[src/rtl/twi_pkg.sv]
package twi_pkg;

    localparam int PREFIX_W = 4;
    localparam logic [PREFIX_W-1:0] DEV_PREFIX = 4'b1010;

    typedef enum logic [3:0] {
        ST_IDLE,
        ST_SEL,
        ST_SEL_ACK,
        ST_ADDR,
        ST_ADDR_ACK,
        ST_WDAT,
        ST_WDAT_ACK,
        ST_RDAT,
        ST_RD_MACK,
        ST_HOLD
    } fsm_state_t;

endpackage

[src/rtl/twi_sync.sv]
module twi_sync #(
    parameter int STAGES = 2
) (
    input  logic clk,
    input  logic rst_n,
    input  logic d,
    output logic q
);
    logic [STAGES-1:0] chain_q;

    // Idle bus level is high, so the chain resets to ones.
    always_ff @(posedge clk or negedge rst_n) begin
        if (!rst_n) chain_q[0] <= 1'b1;
        else        chain_q[0] <= d;
    end

    for (genvar i = 1; i < STAGES; i++) begin : g_stage
        always_ff @(posedge clk or negedge rst_n) begin
            if (!rst_n) chain_q[i] <= 1'b1;
            else        chain_q[i] <= chain_q[i-1];
        end
    end

    assign q = chain_q[STAGES-1];
endmodule

[src/rtl/twi_bus_events.sv]
module twi_bus_events #(
    parameter int STAGES = 2
) (
    input  logic clk,
    input  logic rst_n,
    input  logic scl_i,
    input  logic sda_i,
    output logic scl_rise,
    output logic scl_fall,
    output logic start_det,
    output logic stop_det,
    output logic sda_bit
);
    localparam int LINES = 2;
    localparam int L_SCL = 0;
    localparam int L_SDA = 1;

    logic [LINES-1:0] raw;
    logic [LINES-1:0] cur;
    logic [LINES-1:0] prev_q;

    assign raw[L_SCL] = scl_i;
    assign raw[L_SDA] = sda_i;

    for (genvar g = 0; g < LINES; g++) begin : g_line
        twi_sync #(.STAGES(STAGES)) u_sync (
            .clk   (clk),
            .rst_n (rst_n),
            .d     (raw[g]),
            .q     (cur[g])
        );
    end

    always_ff @(posedge clk or negedge rst_n) begin
        if (!rst_n) prev_q <= '1;
        else        prev_q <= cur;
    end

    // Both lines pass the same number of stages, so their order is kept.
    assign scl_rise  =  cur[L_SCL] & ~prev_q[L_SCL];
    assign scl_fall  = ~cur[L_SCL] &  prev_q[L_SCL];
    assign start_det =  cur[L_SCL] &  prev_q[L_SCL] & prev_q[L_SDA] & ~cur[L_SDA];
    assign stop_det  =  cur[L_SCL] &  prev_q[L_SCL] & ~prev_q[L_SDA] & cur[L_SDA];
    assign sda_bit   =  cur[L_SDA];
endmodule

[src/rtl/twi_fsm.sv]
module twi_fsm
    import twi_pkg::*;
#(
    parameter int BYTE_W    = 8,
    parameter int SEL_W     = 3,
    parameter bit MATCH_SEL = 1'b1
) (
    input  logic              clk,
    input  logic              rst_n,
    input  logic              scl_rise,
    input  logic              scl_fall,
    input  logic              start_det,
    input  logic              stop_det,
    input  logic              sda_bit,
    input  logic [SEL_W-1:0]  sel_pins_i,
    input  logic              busy_i,
    input  logic [BYTE_W-1:0] rd_data_i,
    output logic              sda_oe_o,
    output logic [BYTE_W-1:0] byte_o,
    output logic              addr_we_o,
    output logic              data_we_o,
    output logic              rd_load_o,
    output logic              wr_end_o,
    output fsm_state_t        state_o
);
    localparam int CNT_W = $clog2(BYTE_W);
    localparam logic [CNT_W-1:0] LAST_BIT = CNT_W'(BYTE_W - 1);

    fsm_state_t        state_q, state_d;
    logic [CNT_W-1:0]  cnt_q;
    logic [BYTE_W-1:0] rx_q;
    logic [BYTE_W-1:0] tx_q;
    logic [BYTE_W-1:0] byte_in;
    logic              oe_q;
    logic              phase_q;
    logic              mack_q;
    logic              rw_q;
    logic              have_data_q;
    logic [BYTE_W-1:0] byte_q;
    logic              addr_we_q, data_we_q, rd_load_q, wr_end_q;
    logic              sel_hit;
    logic              sel_ok;
    logic              word_done;

    assign byte_in   = {rx_q[BYTE_W-2:0], sda_bit};
    assign word_done = scl_rise && (cnt_q == LAST_BIT);

    if (MATCH_SEL) begin : g_match
        assign sel_hit = (byte_in[SEL_W:1] == sel_pins_i);
    end else begin : g_nomatch
        assign sel_hit = 1'b1;
    end

    assign sel_ok = (byte_in[BYTE_W-1 -: PREFIX_W] == DEV_PREFIX) && sel_hit && !busy_i;

    // Next-state logic
    always_comb begin
        state_d = state_q;
        if (start_det) begin
            state_d = ST_SEL;
        end else if (stop_det) begin
            state_d = ST_IDLE;
        end else begin
            unique case (state_q)
                ST_IDLE:     state_d = ST_IDLE;
                ST_SEL:      if (word_done) state_d = sel_ok ? ST_SEL_ACK : ST_HOLD;
                ST_SEL_ACK:  if (scl_fall && phase_q) state_d = rw_q ? ST_RDAT : ST_ADDR;
                ST_ADDR:     if (word_done) state_d = ST_ADDR_ACK;
                ST_ADDR_ACK: if (scl_fall && phase_q) state_d = ST_WDAT;
                ST_WDAT:     if (word_done) state_d = ST_WDAT_ACK;
                ST_WDAT_ACK: if (scl_fall && phase_q) state_d = ST_WDAT;
                ST_RDAT:     if (word_done) state_d = ST_RD_MACK;
                ST_RD_MACK:  if (scl_fall && phase_q) state_d = mack_q ? ST_RDAT : ST_HOLD;
                ST_HOLD:     state_d = ST_HOLD;
                default:     state_d = ST_IDLE;
            endcase
        end
    end

    // State register
    always_ff @(posedge clk or negedge rst_n) begin
        if (!rst_n) state_q <= ST_IDLE;
        else        state_q <= state_d;
    end

    // Datapath and outputs
    always_ff @(posedge clk or negedge rst_n) begin
        if (!rst_n) begin
            cnt_q       <= '0;
            rx_q        <= '0;
            tx_q        <= '0;
            oe_q        <= 1'b0;
            phase_q     <= 1'b0;
            mack_q      <= 1'b0;
            rw_q        <= 1'b0;
            have_data_q <= 1'b0;
            byte_q      <= '0;
            addr_we_q   <= 1'b0;
            data_we_q   <= 1'b0;
            rd_load_q   <= 1'b0;
            wr_end_q    <= 1'b0;
        end else begin
            addr_we_q <= 1'b0;
            data_we_q <= 1'b0;
            rd_load_q <= 1'b0;
            wr_end_q  <= 1'b0;
            if (start_det) begin
                cnt_q       <= '0;
                oe_q        <= 1'b0;
                phase_q     <= 1'b0;
                have_data_q <= 1'b0;
            end else if (stop_det) begin
                oe_q        <= 1'b0;
                phase_q     <= 1'b0;
                wr_end_q    <= have_data_q;
                have_data_q <= 1'b0;
            end else begin
                unique case (state_q)
                    ST_SEL, ST_ADDR, ST_WDAT: begin
                        if (scl_rise) begin
                            rx_q  <= byte_in;
                            cnt_q <= cnt_q + 1'b1;
                            if (cnt_q == LAST_BIT) begin
                                phase_q <= 1'b0;
                                if (state_q == ST_SEL) rw_q <= sda_bit;
                                if (state_q == ST_ADDR) begin
                                    byte_q    <= byte_in;
                                    addr_we_q <= 1'b1;
                                end
                                if (state_q == ST_WDAT) begin
                                    byte_q      <= byte_in;
                                    data_we_q   <= 1'b1;
                                    have_data_q <= 1'b1;
                                end
                            end
                        end
                    end
                    ST_SEL_ACK, ST_ADDR_ACK, ST_WDAT_ACK: begin
                        if (scl_fall) begin
                            if (!phase_q) begin
                                oe_q    <= 1'b1;
                                phase_q <= 1'b1;
                            end else begin
                                phase_q <= 1'b0;
                                cnt_q   <= '0;
                                if (state_q == ST_SEL_ACK && rw_q) begin
                                    tx_q      <= rd_data_i;
                                    oe_q      <= ~rd_data_i[BYTE_W-1];
                                    rd_load_q <= 1'b1;
                                end else begin
                                    oe_q <= 1'b0;
                                end
                            end
                        end
                    end
                    ST_RDAT: begin
                        if (scl_rise) begin
                            cnt_q <= cnt_q + 1'b1;
                            if (cnt_q == LAST_BIT) phase_q <= 1'b0;
                        end else if (scl_fall) begin
                            oe_q <= ~tx_q[BYTE_W-2];
                            tx_q <= tx_q << 1;
                        end
                    end
                    ST_RD_MACK: begin
                        if (scl_rise) begin
                            mack_q  <= ~sda_bit;
                            phase_q <= 1'b1;
                        end else if (scl_fall) begin
                            if (!phase_q) begin
                                oe_q <= 1'b0;
                            end else begin
                                phase_q <= 1'b0;
                                cnt_q   <= '0;
                                if (mack_q) begin
                                    tx_q      <= rd_data_i;
                                    oe_q      <= ~rd_data_i[BYTE_W-1];
                                    rd_load_q <= 1'b1;
                                end else begin
                                    oe_q <= 1'b0;
                                end
                            end
                        end
                    end
                    ST_IDLE, ST_HOLD: begin
                        oe_q <= 1'b0;
                    end
                    default: oe_q <= 1'b0;
                endcase
            end
        end
    end

    assign sda_oe_o  = oe_q;
    assign byte_o    = byte_q;
    assign addr_we_o = addr_we_q;
    assign data_we_o = data_we_q;
    assign rd_load_o = rd_load_q;
    assign wr_end_o  = wr_end_q;
    assign state_o   = state_q;
endmodule

[src/rtl/twi_mem_front.sv]
module twi_mem_front
    import twi_pkg::*;
#(
    parameter int BYTE_W      = 8,
    parameter int SEL_W       = 3,
    parameter int SYNC_STAGES = 2,
    parameter bit MATCH_SEL   = 1'b1
) (
    input  logic              clk,
    input  logic              rst_n,
    input  logic              scl_i,
    input  logic              sda_i,
    output logic              sda_oe_o,
    input  logic [SEL_W-1:0]  sel_pins_i,
    input  logic              busy_i,
    input  logic [BYTE_W-1:0] rd_data_i,
    output logic [BYTE_W-1:0] byte_o,
    output logic              addr_we_o,
    output logic              data_we_o,
    output logic              rd_load_o,
    output logic              wr_end_o
);
    logic       scl_rise, scl_fall, start_det, stop_det, sda_bit;
    fsm_state_t fsm_state;

    twi_bus_events #(.STAGES(SYNC_STAGES)) u_events (
        .clk       (clk),
        .rst_n     (rst_n),
        .scl_i     (scl_i),
        .sda_i     (sda_i),
        .scl_rise  (scl_rise),
        .scl_fall  (scl_fall),
        .start_det (start_det),
        .stop_det  (stop_det),
        .sda_bit   (sda_bit)
    );

    twi_fsm #(
        .BYTE_W    (BYTE_W),
        .SEL_W     (SEL_W),
        .MATCH_SEL (MATCH_SEL)
    ) u_fsm (
        .clk        (clk),
        .rst_n      (rst_n),
        .scl_rise   (scl_rise),
        .scl_fall   (scl_fall),
        .start_det  (start_det),
        .stop_det   (stop_det),
        .sda_bit    (sda_bit),
        .sel_pins_i (sel_pins_i),
        .busy_i     (busy_i),
        .rd_data_i  (rd_data_i),
        .sda_oe_o   (sda_oe_o),
        .byte_o     (byte_o),
        .addr_we_o  (addr_we_o),
        .data_we_o  (data_we_o),
        .rd_load_o  (rd_load_o),
        .wr_end_o   (wr_end_o),
        .state_o    (fsm_state)
    );
endmodule

[config.mk]
export PLATFORM = sky130hd
export DESIGN_NAME = twi_mem_front
export DESIGN_NICKNAME = d
export VERILOG_FILES = /design/src/rtl/twi_pkg.sv /design/src/rtl/twi_sync.sv /design/src/rtl/twi_bus_events.sv /design/src/rtl/twi_fsm.sv /design/src/rtl/twi_mem_front.sv
export SDC_FILE = /design/constraint.sdc
export NUM_CORES = 1
export LEC_CHECK = 0
export ABC_AREA = 1
export BUFFER_PORTS_ARGS = -buffer_cell sky130_fd_sc_hd__buf_2
export CAP_MARGIN = 20
export CORE_AREA = 2 2 88 56
export DETAILED_ROUTE_END_ITERATION = 6
export DIE_AREA = 0 0 90 58
export PLACE_DENSITY = 0.76
export SYNTH_ARGS = -nofsm -noshare
export SYNTH_HDL_FRONTEND = slang
export SYNTH_SLANG_ARGS = --single-unit
[constraint.sdc]
create_clock -name clk -period 3.9 [get_ports clk]
set_input_delay 0.78 -clock clk [delete_from_list [all_inputs] [get_ports clk]]
set_output_delay 0.78 -clock clk [all_outputs]
set_load 0.01 [all_outputs]
==> results.md, run 1 <==
- Crit path depth: 8
- Leakage power: ~1.4 nW
- Worst hold path class: flip-flop to flip-flop
- Most common cell after layout, fill and taps aside: nand2_1
- Crit-path slowest cell: dfstp_2
- Critical Path, Cell by Cell: ha_1 -> nand2_1 -> nor2_1 -> inv_1 -> nand2_2 -> nor2_2 -> nand2_2 -> mux2_2
- # Max-Cap Violations: 0
- Clk slew on worst S/H paths: about 0.080 ns
- Synthesized cell area: 2380 µm²
- Detailed-route wire length: just over 5000 µm
- Die area: 5220 µm²
- Non-filler cells, final: 392
- Sequential share of the synthesized area: 46.6%
- Outcome: complete, no violations
- Initial Util: 53.8%
- Worst Path Required: around 4.1 ns
- Share of layout cells above drive strength 1: 26.4%
- # rows: 19
- Syn nets: 319
- Synth cell types: 28
- Final setup viols: 0
- Largest stage delay, worst path: between 0.5 and 0.6 ns
- CTS hold repair buffers: 0
- Dpl cells: 384
- Critical path's most frequent cell: nand2_2
- Final worst-path cycle share: 52.7%
- Clk sinks: 44
- Post-CTS Setup Inserts: 0
- Worst skew pair latency: 0.31 ns
- Die extent in y: 58 µm
- Routed vias/inst: around 5.2
- Filler cells: around 420
- Initial DRT Pass Iterations: 4
- Total power: 1.52 mW
- Final Hold Vio Count: 0
- Yosys warnings: 0
- WHS: between 0.3 and 0.4 ns
- P per Cell Area: around 570 nW/µm²
- Remaining DRCs: 0
- Total track usage: 21.4%
- ANT nets after route: 0
- CP Class: flip-flop to flip-flop
- Syn-to-layout area delta: 11.8%
- Critical path arrival: 2.25 ns
- Pin count of the biggest net entering global routing: 45
- Synth Register Bits: 44
- # H-tree levels: 2
- Max Clock Freq: 487 MHz
- Slew HR: 35.4%
- Syn Area/Cell: 7.98 µm²
- Utilization after layout: around three fifths
- Iteration-0 DRC Markers: 161
- CP Capture Type: flip-flop
- Fin worst setup slack: 1.84 ns
- Final Max Tran Viols: 0
- Root Buffer Master: clkbuf_8
- Fin crit period: 2.06 ns
- TritonCTS clock tree: built
- Worst Path Buf+Inv: 1
- Detailed Place HPWL: between 3000 and 4000 µm
- Slew @ Worst Pin: 0.969 ns
- Vias in the first global route: 1820
- Most frequent cells in the layout: nand2_1 (102), dfrtp_1 (38), inv_1 (30)
- Port bufs: 28
- GP Congestion: around 0.87
- Die X: 90 µm
- # nets final: 349
- Core area: 4420 µm²
- Clk buf depth: 2
- Worst Reg2Reg Path Length in Cells: 8
- Initial antenna violation count: 0
- Vias: 2020
- Post-route cell area: roughly 2700 µm²
- Worst IR Drop VDD: about 0.32 mV
- TNS Setup: 0 ns
- Family with the most delay on the worst path: simple AND/OR/NAND/NOR gates
- Crit path max fanout: 15
- GR Overflow Total: 0
- RSZ-0062 raised after global routing: no
- CTS buffer count: 5
- Post-DP Area: approximately 2600 µm²
- Final Skew: 0.00705 ns
- Cells after Synth: 298
- Hold Path Depth: 0
- # diodes: 0
- I/O pin total: 29
- WL/cell: around 13 µm
- CP Launch Type: flip-flop
- Dpl ws: 1.87 ns
- R2R setup slack: 1.84 ns
- First-pass GRT wire length: 8620 µm
- Post-CTS sizing: 0
-- Yosys cell counts --
cell type,n,area (µm²)
nand2_2,9,56.3
o21ai_2,9,78.8
nor2_4,3,33.8
buf_2,3,15.0
nand3b_1,2,15.0
nor2_1,18,67.6
o21ai_1,7,35.0
inv_2,8,30.0
dfstp_2,6,158
a31oi_1,1,6.26
a211oi_1,1,7.51
ha_1,5,62.6
nand3_1,19,95.1
and2_4,1,8.76
buf_6,2,22.5
mux2_2,1,11.3
o21ai_0,5,25.0
nand2_4,2,22.5
dfrtp_1,38,951
a21oi_1,6,30.0
nor2_2,8,50.1
nand3_2,3,30.0
nand2_1,102,383
nand4_2,2,25.0
o211ai_1,1,7.51
inv_1,30,113
nand4_1,4,25.0
o22ai_1,2,12.5
-- registers in the layout (all words and copies together) (netlist names), 2 cells and up --
| signal | flops |
|---|---|
| u_fsm.byte_o | 8 |
| u_fsm.tx_q | 7 |
| u_events.g_line.u_sync.q | 2 |
| u_fsm.cnt_q | 3 |
| u_events.g_line.u_sync.chain_q | 2 |
| u_fsm.state_o | 4 |
| u_fsm.rx_q | 7 |
| u_events.prev_q | 2 |
-- per-layer routing --
metal | GRT usage, % | share of wire (%)
met5 | 0 | 0
met4 | 8.35 | 0.88
met3 | 5.59 | 8.1
met2 | 30.0 | 41
met1 | 31.9 | 50
-- cell families after synthesis --
logic type               after synthesis  synth area share, %
AND/OR/NAND/NOR                      173                 34.2
flip-flops                            44                 46.6
buffers and inverters                 43                 7.58
AO/OA/AOI/OAI                         32                 8.53
adder cells (fa/ha/maj)                5                 2.63
multiplexers                           1                0.474
-- layout make-up --
cell class                 instances  area, µm²  share of cell area, %
clock buffer                       8        100                   3.76
inverter                          38        143                   5.36
multi-input combinational        211       1090                   40.9
sequential                        44       1110                   41.7
tap                               63       78.8                   2.96
timing repair buffer              28        140                   5.27
-- path summary, 6_finish.rpt --
path                                                                 from                               endpoint
min in group asynchronous                                           rst_n             u_fsm.cnt_q[2]$_DFFE_PN0P_
max in group asynchronous                                           rst_n              u_fsm.rx_q[2]$_DFFE_PN0P_
min reg2reg                u_events.g_line[0].u_sync.chain_q[0]$_DFF_PN1_  u_events.g_line[0].u_sync.q$_DFF_PN1_
max reg2reg                         u_events.g_line[0].u_sync.q$_DFF_PN1_            u_fsm.byte_o[7]$_DFFE_PN0P_
max                                 u_events.g_line[0].u_sync.q$_DFF_PN1_            u_fsm.byte_o[7]$_DFFE_PN0P_
min                        u_events.g_line[0].u_sync.chain_q[0]$_DFF_PN1_  u_events.g_line[0].u_sync.q$_DFF_PN1_
-- worst register-to-register path: cells and delay by family, from the launching register on --
| kind | cells | cell delay (ns) |
|---|---|---|
| AND/OR/NAND/NOR | 5 | 0.68 |
| adder cells (fa/ha/maj) | 1 | 0.21 |
| multiplexers | 1 | 0.38 |
| flip-flops | 1 | 0.57 |
| buffers and inverters | 1 | 0.11 |
-- power breakdown --
group          switching, mW  internal [mW]  total (mW)
Combinational          0.387          0.186       0.573
Sequential            0.0759          0.555       0.631
Clock                  0.159          0.162       0.321
Note: power is estimated with default switching activity, not from simulation.
==> inputs of run 2 (changes only) <==
Clock period 3.9 ns to 1.9 ns, I/O delays scaled along.
==> run 2 against run 1 <==
Combinational power rose by 110%; total power rose by 110%; cell count rose by 2.3%; global-route usage fell by 0.86 points; final area rose by 3.7%; register-to-register slack got worse by 1.7 ns; routed wire length fell by 5.7%; die area did not move; core utilization rose by 2.2 points; non-clock buffer count rose by 9; count of clock-buffer cells in the layout fell by 3; flip-flop and latch count did not move.
==> results.md, run 2 (synthesized netlist as in run 1, its figures left out) <==
- Outcome: complete, no violations
- Clk slew on worst S/H paths: 0.08 ns
- Post-CTS Setup Inserts: 0
- CP Launch Type: flip-flop
- # Max-Cap Violations: 0
- Number of flip-flops under the largest register name: 8
- Reg-to-reg startpoint: u_events.g_line[0].u_sync.q$_DFF_PN1_
- Initial antenna violation count: 0
- Area of the multi-input gates: 1100 µm²
- TNS Setup: 0 ns
- # H-tree levels: 2
- Share of layout cells above drive strength 1: 29.3%
- CP Class: flip-flop to flip-flop
- Slew @ Worst Pin: 0.493 ns
- Worst IR Drop VDD: 0.684 mV
- Slew HR: 67.1%
- Switch share: 39.5%
- TritonCTS clock tree: built
- Worst Path Required: ~2.1 ns
- Max Clock Freq: roughly 560 MHz
- Root Buffer Master: clkbuf_8
- R2R setup slack: 0.12 ns
- Port bufs: 28
- Total track usage: between 20% and 30%
- Crit path max fanout: 4
- R2r endpoint: u_fsm.cnt_q[1]$_DFFE_PN0P_
- First-pass GRT wire length: between 8000 and 9000 µm
- Pin count of the biggest net entering global routing: 25
- Initial Util: a little over half
- Worst hold path class: input port to asynchronous set/reset pin
- Final Hold Vio Count: 0
- Final Max Tran Viols: 0
- CTS buffer count: 5
- P per Cell Area: 1160 nW/µm²
- Die area: 5220 µm²
- Net Sw Power: 1.26 mW
- Clk buf depth: 2
- Routed vias/inst: ~5
- Die X: around 90 µm
- Filler cells: 394
- Int Power: 1.93 mW
- Worst Setup SP: u_events.g_line[0].u_sync.q$_DFF_PN1_
- Remaining DRCs: 0
- Final setup viols: 0
- CP Capture Type: flip-flop
- GR Overflow Total: 0
- Leakage power: 1.49 nW
- Syn-to-layout area delta: 16.0%
- # rows: 19
- # nets final: 358
- Die extent in y: just under 60 µm
- Detailed-route wire length: 4810 µm
- Clock share of power: 22.1%
- Clk sinks: 44
- Detailed Place HPWL: 3710 µm
- Vias in the first global route: 1834
- Utilization after layout: 62.4%
- Initial DRT Pass Iterations: 4
- Worst Reg2Reg Path Length in Cells: 9
- Post-DP Area: 2640 µm²
- Most frequent cells in the layout: nand2_1 (101), dfrtp_1 (38), inv_1 (29)
- Fin crit period: 1.78 ns
- GP Congestion: 0.930
- Post-route cell area: 2760 µm²
- Worst skew pair latency: 0.30 ns
- Most common cell after layout, fill and taps aside: nand2_1
- CTS hold repair buffers: 0
- Register share of total power: 40.2%
- FF+latch area: 1110 µm²
- ANT nets after route: 0
- I/O pin total: 29
- Core area: 4420 µm²
- Final worst-path cycle share: 93.6%
- Iteration-0 DRC Markers: around 140
- Final Skew: 0.00213 ns
- RSZ-0062 raised after global routing: no
- Comb pwr share: around 38%
- WL/cell: 12.0 µm
- WHS: between 0.03 and 0.04 ns
- # diodes: 0
- Critical path arrival: 1.97 ns
- Vias: 2003
==> run 2: critical path, stage by stage, from the launching register on <==
cell and delay, ns:
dfstp_2 0.57, ha_1 0.19, nand3_2 0.14, buf_4 0.17, nand2_1 0.05, nor2_1 0.04
nor2_1 0.24, nand2_1 0.15, nand2_1 0.08, nand2_1 0.05
==> run 2: worst max path at each step <==
stage,end
6_report,u_fsm.cnt_q[1]$_DFFE_PN0P_
5_1_grt,u_fsm.rx_q[1]$_DFFE_PN0P_
4_1_cts,u_fsm.tx_q[3]$_DFFE_PN0P_
3_5_place_dp,u_fsm.state_o[2]$_DFFE_PN0P_
3_3_place_gp,u_fsm.tx_q[1]$_DFFE_PN0P_
2_1_floorplan,u_fsm.byte_o[7]$_DFFE_PN0P_
==> run 2: metrics by stage <==
stage | std cells | total power [mW] | setup slack, ns
2_1_floorplan | 298 | 2.22 | 0.215
3_3_place_gp | 393 | 2.46 | 0.140
3_5_place_dp | 393 | 2.48 | 0.0949
4_1_cts | 401 | 3.20 | 0.0784
5_1_grt | 401 | 3.46 | 0.0126
6_report | 401 | 3.20 | 0.122
==> run 2: area by class of cell <==
cell class,instances,share of cell area [%]
sequential,44,40.2
multi-input combinational,211,39.7
timing repair buffer,37,7.99
inverter,38,5.17
tap,63,2.86
clock buffer,5,2.50
clock inverter,3,1.54
==> run 2: repair_timing <==
| action | 4_1_cts | 5_1_grt |
|---|---|---|
| hold endpoints to repair | 0 | 0 |
| gates resized for setup | 0 | 3 |
| endpoints found under the setup margin | 0 | 13 |
==> run 2: power by group through the flow <==
stage	registers [mW]	logic (mW)	clock network (mW)
after floorplan	1.27	0.947	0
after global placement	1.30	1.16	0
after detailed placement	1.30	1.18	0
after CTS	1.29	1.19	0.725
after global routing	1.32	1.37	0.771
final	1.29	1.20	0.707
==> run 2: routing by layer <==
layer,routed length [µm],vias to the layer above,track usage (%)
met1,2530,919,31.8
met4,19,0,5.49
met2,1930,60,28.7
met3,329,2,5.20
met5,0,-,0
li1,-,1022,-
==> inputs of run 3 (changes only) <==
Clock period 1.9 ns to 1.7 ns, I/O delays scaled along.
==> run 3 against run 2 <==
Sequential power increased by 13%; first-iteration DRC count up 24%; sequential share of layout area decreased by 2.4 points; critical path type unchanged; largest cell class is now multi-input gates; largest power group is now combinational cells.
==> results.md, run 3 (synthesized netlist as in run 1, its figures left out) <==
- Vias: roughly 2100
- Hold Path Depth: 1
- Max Clock Freq: 592 MHz
- Remaining DRCs: 0
- Filler cells: 372
- Initial DRT Pass Iterations: 5
- ANT nets after route: 0
- Detailed Place HPWL: 3890 µm
- Outcome: complete, no violations
- Routed vias/inst: ~5.2
- CP Launch Type: flip-flop
- Slew @ Worst Pin: 0.383 ns
- Wl on met1: 2680 µm
- Fin crit period: about 1.7 ns
- Total track usage: 22.0%
- Port bufs: 28
- Routed wl met2: 2290 µm
- CTS buffer count: 5
- First-pass GRT wire length: about 8800 µm
- GR Overflow Total: 0
- Post-route cell area: approximately 2900 µm²
- Slew HR: about three quarters
- Worst IR Drop VDD: ~0.55 mV
- # diodes: 0
- Int Power: about 2.1 mW
- P per Cell Area: approximately 1200 nW/µm²
- Final Skew: 0.00592 ns
- Clock share of power: a little under a fifth
- Number of flip-flops under the largest register name: 8
- TNS Setup: 0 ns
- # Max-Cap Violations: 0
- RSZ-0062 raised after global routing: yes
- Total power: 3.62 mW
- Clk slew on worst S/H paths: 0.09 ns
- Crit path max fanout: 14
- Share of layout cells above drive strength 1: 36.6%
- Initial Util: 53.8%
- Switch share: 42.2%
- Worst hold path class: input port to flip-flop
- Dpl cells: 399
- TritonCTS clock tree: built
- Die X: 90 µm
- Vias in the first global route: 1867
- # rows: 19
- Worst skew pair latency: 0.31 ns
- # H-tree levels: 2
- # nets final: 370
- Final Hold Vio Count: 0
- Comb pwr share: 41.3%
- Register share of total power: between 40% and 50%
- Most common cell after layout, fill and taps aside: nand2_1
- Iteration-0 DRC Markers: 177
- Worst Reg2Reg Path Length in Cells: 11
- Uppermost routed layer: met4
- Most frequent cells in the layout: nand2_1 (93), dfrtp_1 (35), buf_2 (28)
- Critical path arrival: 1.93 ns
- Final Max Tran Viols: 0
- Post-DP Area: ~2700 µm²
- Initial antenna violation count: 0
- CP Class: flip-flop to flip-flop
- Detailed-route wire length: 5510 µm
- Metal3 WL: ~400 µm
- Clk buf depth: 2
- Syn-to-layout area delta: 23.7%
- Final worst-path cycle share: between 90% and 100%
- Leakage power: 1.56 nW
- Clk sinks: 44
- Net Sw Power: between 1.5 and 2 mW
- Final setup viols: 0
- WL/cell: 13.3 µm
- Die area: 5220 µm²
- Root Buffer Master: clkbuf_8
- CP Capture Type: flip-flop
- Pin count of the biggest net entering global routing: 45
- Core area: 4420 µm²
- GP Congestion: 0.905
- I/O pin total: 29
- Worst Path Required: 1.95 ns
- Non-filler cells, final: 413
- Die extent in y: 58 µm
## run 3: final timing paths
path | startpoint | to | slack, ns
min in group asynchronous | rst_n | u_fsm.cnt_q[2]$_DFFE_PN0P_ | 0.52
worst max-delay path | u_events.g_line[0].u_sync.q$_DFF_PN1_ | u_fsm.rx_q[0]$_DFFE_PN0P_ | 0.01
max in group asynchronous | rst_n | u_events.g_line[0].u_sync.chain_q[0]$_DFF_PN1_ | 0.92
worst min-delay path | sda_i | u_events.g_line[1].u_sync.chain_q[0]$_DFF_PN1_ | 0.12
worst min register to register | u_events.g_line[0].u_sync.chain_q[0]$_DFF_PN1_ | u_events.g_line[0].u_sync.q$_DFF_PN1_ | 0.36
worst max register to register | u_events.g_line[0].u_sync.q$_DFF_PN1_ | u_fsm.rx_q[0]$_DFFE_PN0P_ | 0.01
## run 3: metal layers
layer / track usage (%) / up-vias
met5: 0.926 / -
li1: - / 1044
met1: 34.0 / 1002
met4: 9.89 / 0
met2: 29.5 / 69
met3: 4.68 / 17
## run 3: final cells by class
class	count	area (µm²)	area share, %
clock buffer	5	68.8	2.34
clock inverter	3	18.8	0.638
inverter	38	143	4.85
multi-input combinational	211	1180	40.2
sequential	44	1110	37.8
tap	63	78.8	2.68
timing repair buffer	49	337	11.4
## run 3: repair_timing
action                                  4_1_cts  5_1_grt
hold buffers                                  1        0
setup buffers                                 1        4
pin swaps                                     0       13
gates resized for setup                       6       28
endpoints found under the setup margin       14       30
endpoints found under the hold margin        14        0
cloned                                        0        0
## run 3: per-stage QoR
stage	setup slack, ns	hold slack (ns)	utilization (%)
floorplan	0.0154	0.0444	-
global placement	0.0274	0.334	61.0
detailed placement	-0.0335	0.336	61.0
CTS	-0.00400	0.115	63.7
global route	-0.0875	0.101	66.5
finish	0.0120	0.123	66.5
## run 3: critical path, cell delays in order, from the launching register on
cell     delay, ns
dfstp_2       0.59
ha_4          0.17
nand2_4       0.05
nor2_4        0.13
inv_2         0.07
nand2_4       0.11
buf_6         0.12
nor2_4        0.04
nand2_2       0.08
buf_12        0.15
nand2_1       0.07
o21ai_2       0.05
## run 3: power groups by stage
stage | sequential, mW | clock (mW) | combinational (mW)
2_1_floorplan | 1.42 | 0 | 1.06
3_3_place_gp | 1.45 | 0 | 1.31
3_5_place_dp | 1.46 | 0 | 1.35
4_1_cts | 1.44 | 0.680 | 1.37
5_1_grt | 1.50 | 0.734 | 1.67
6_report | 1.46 | 0.667 | 1.50
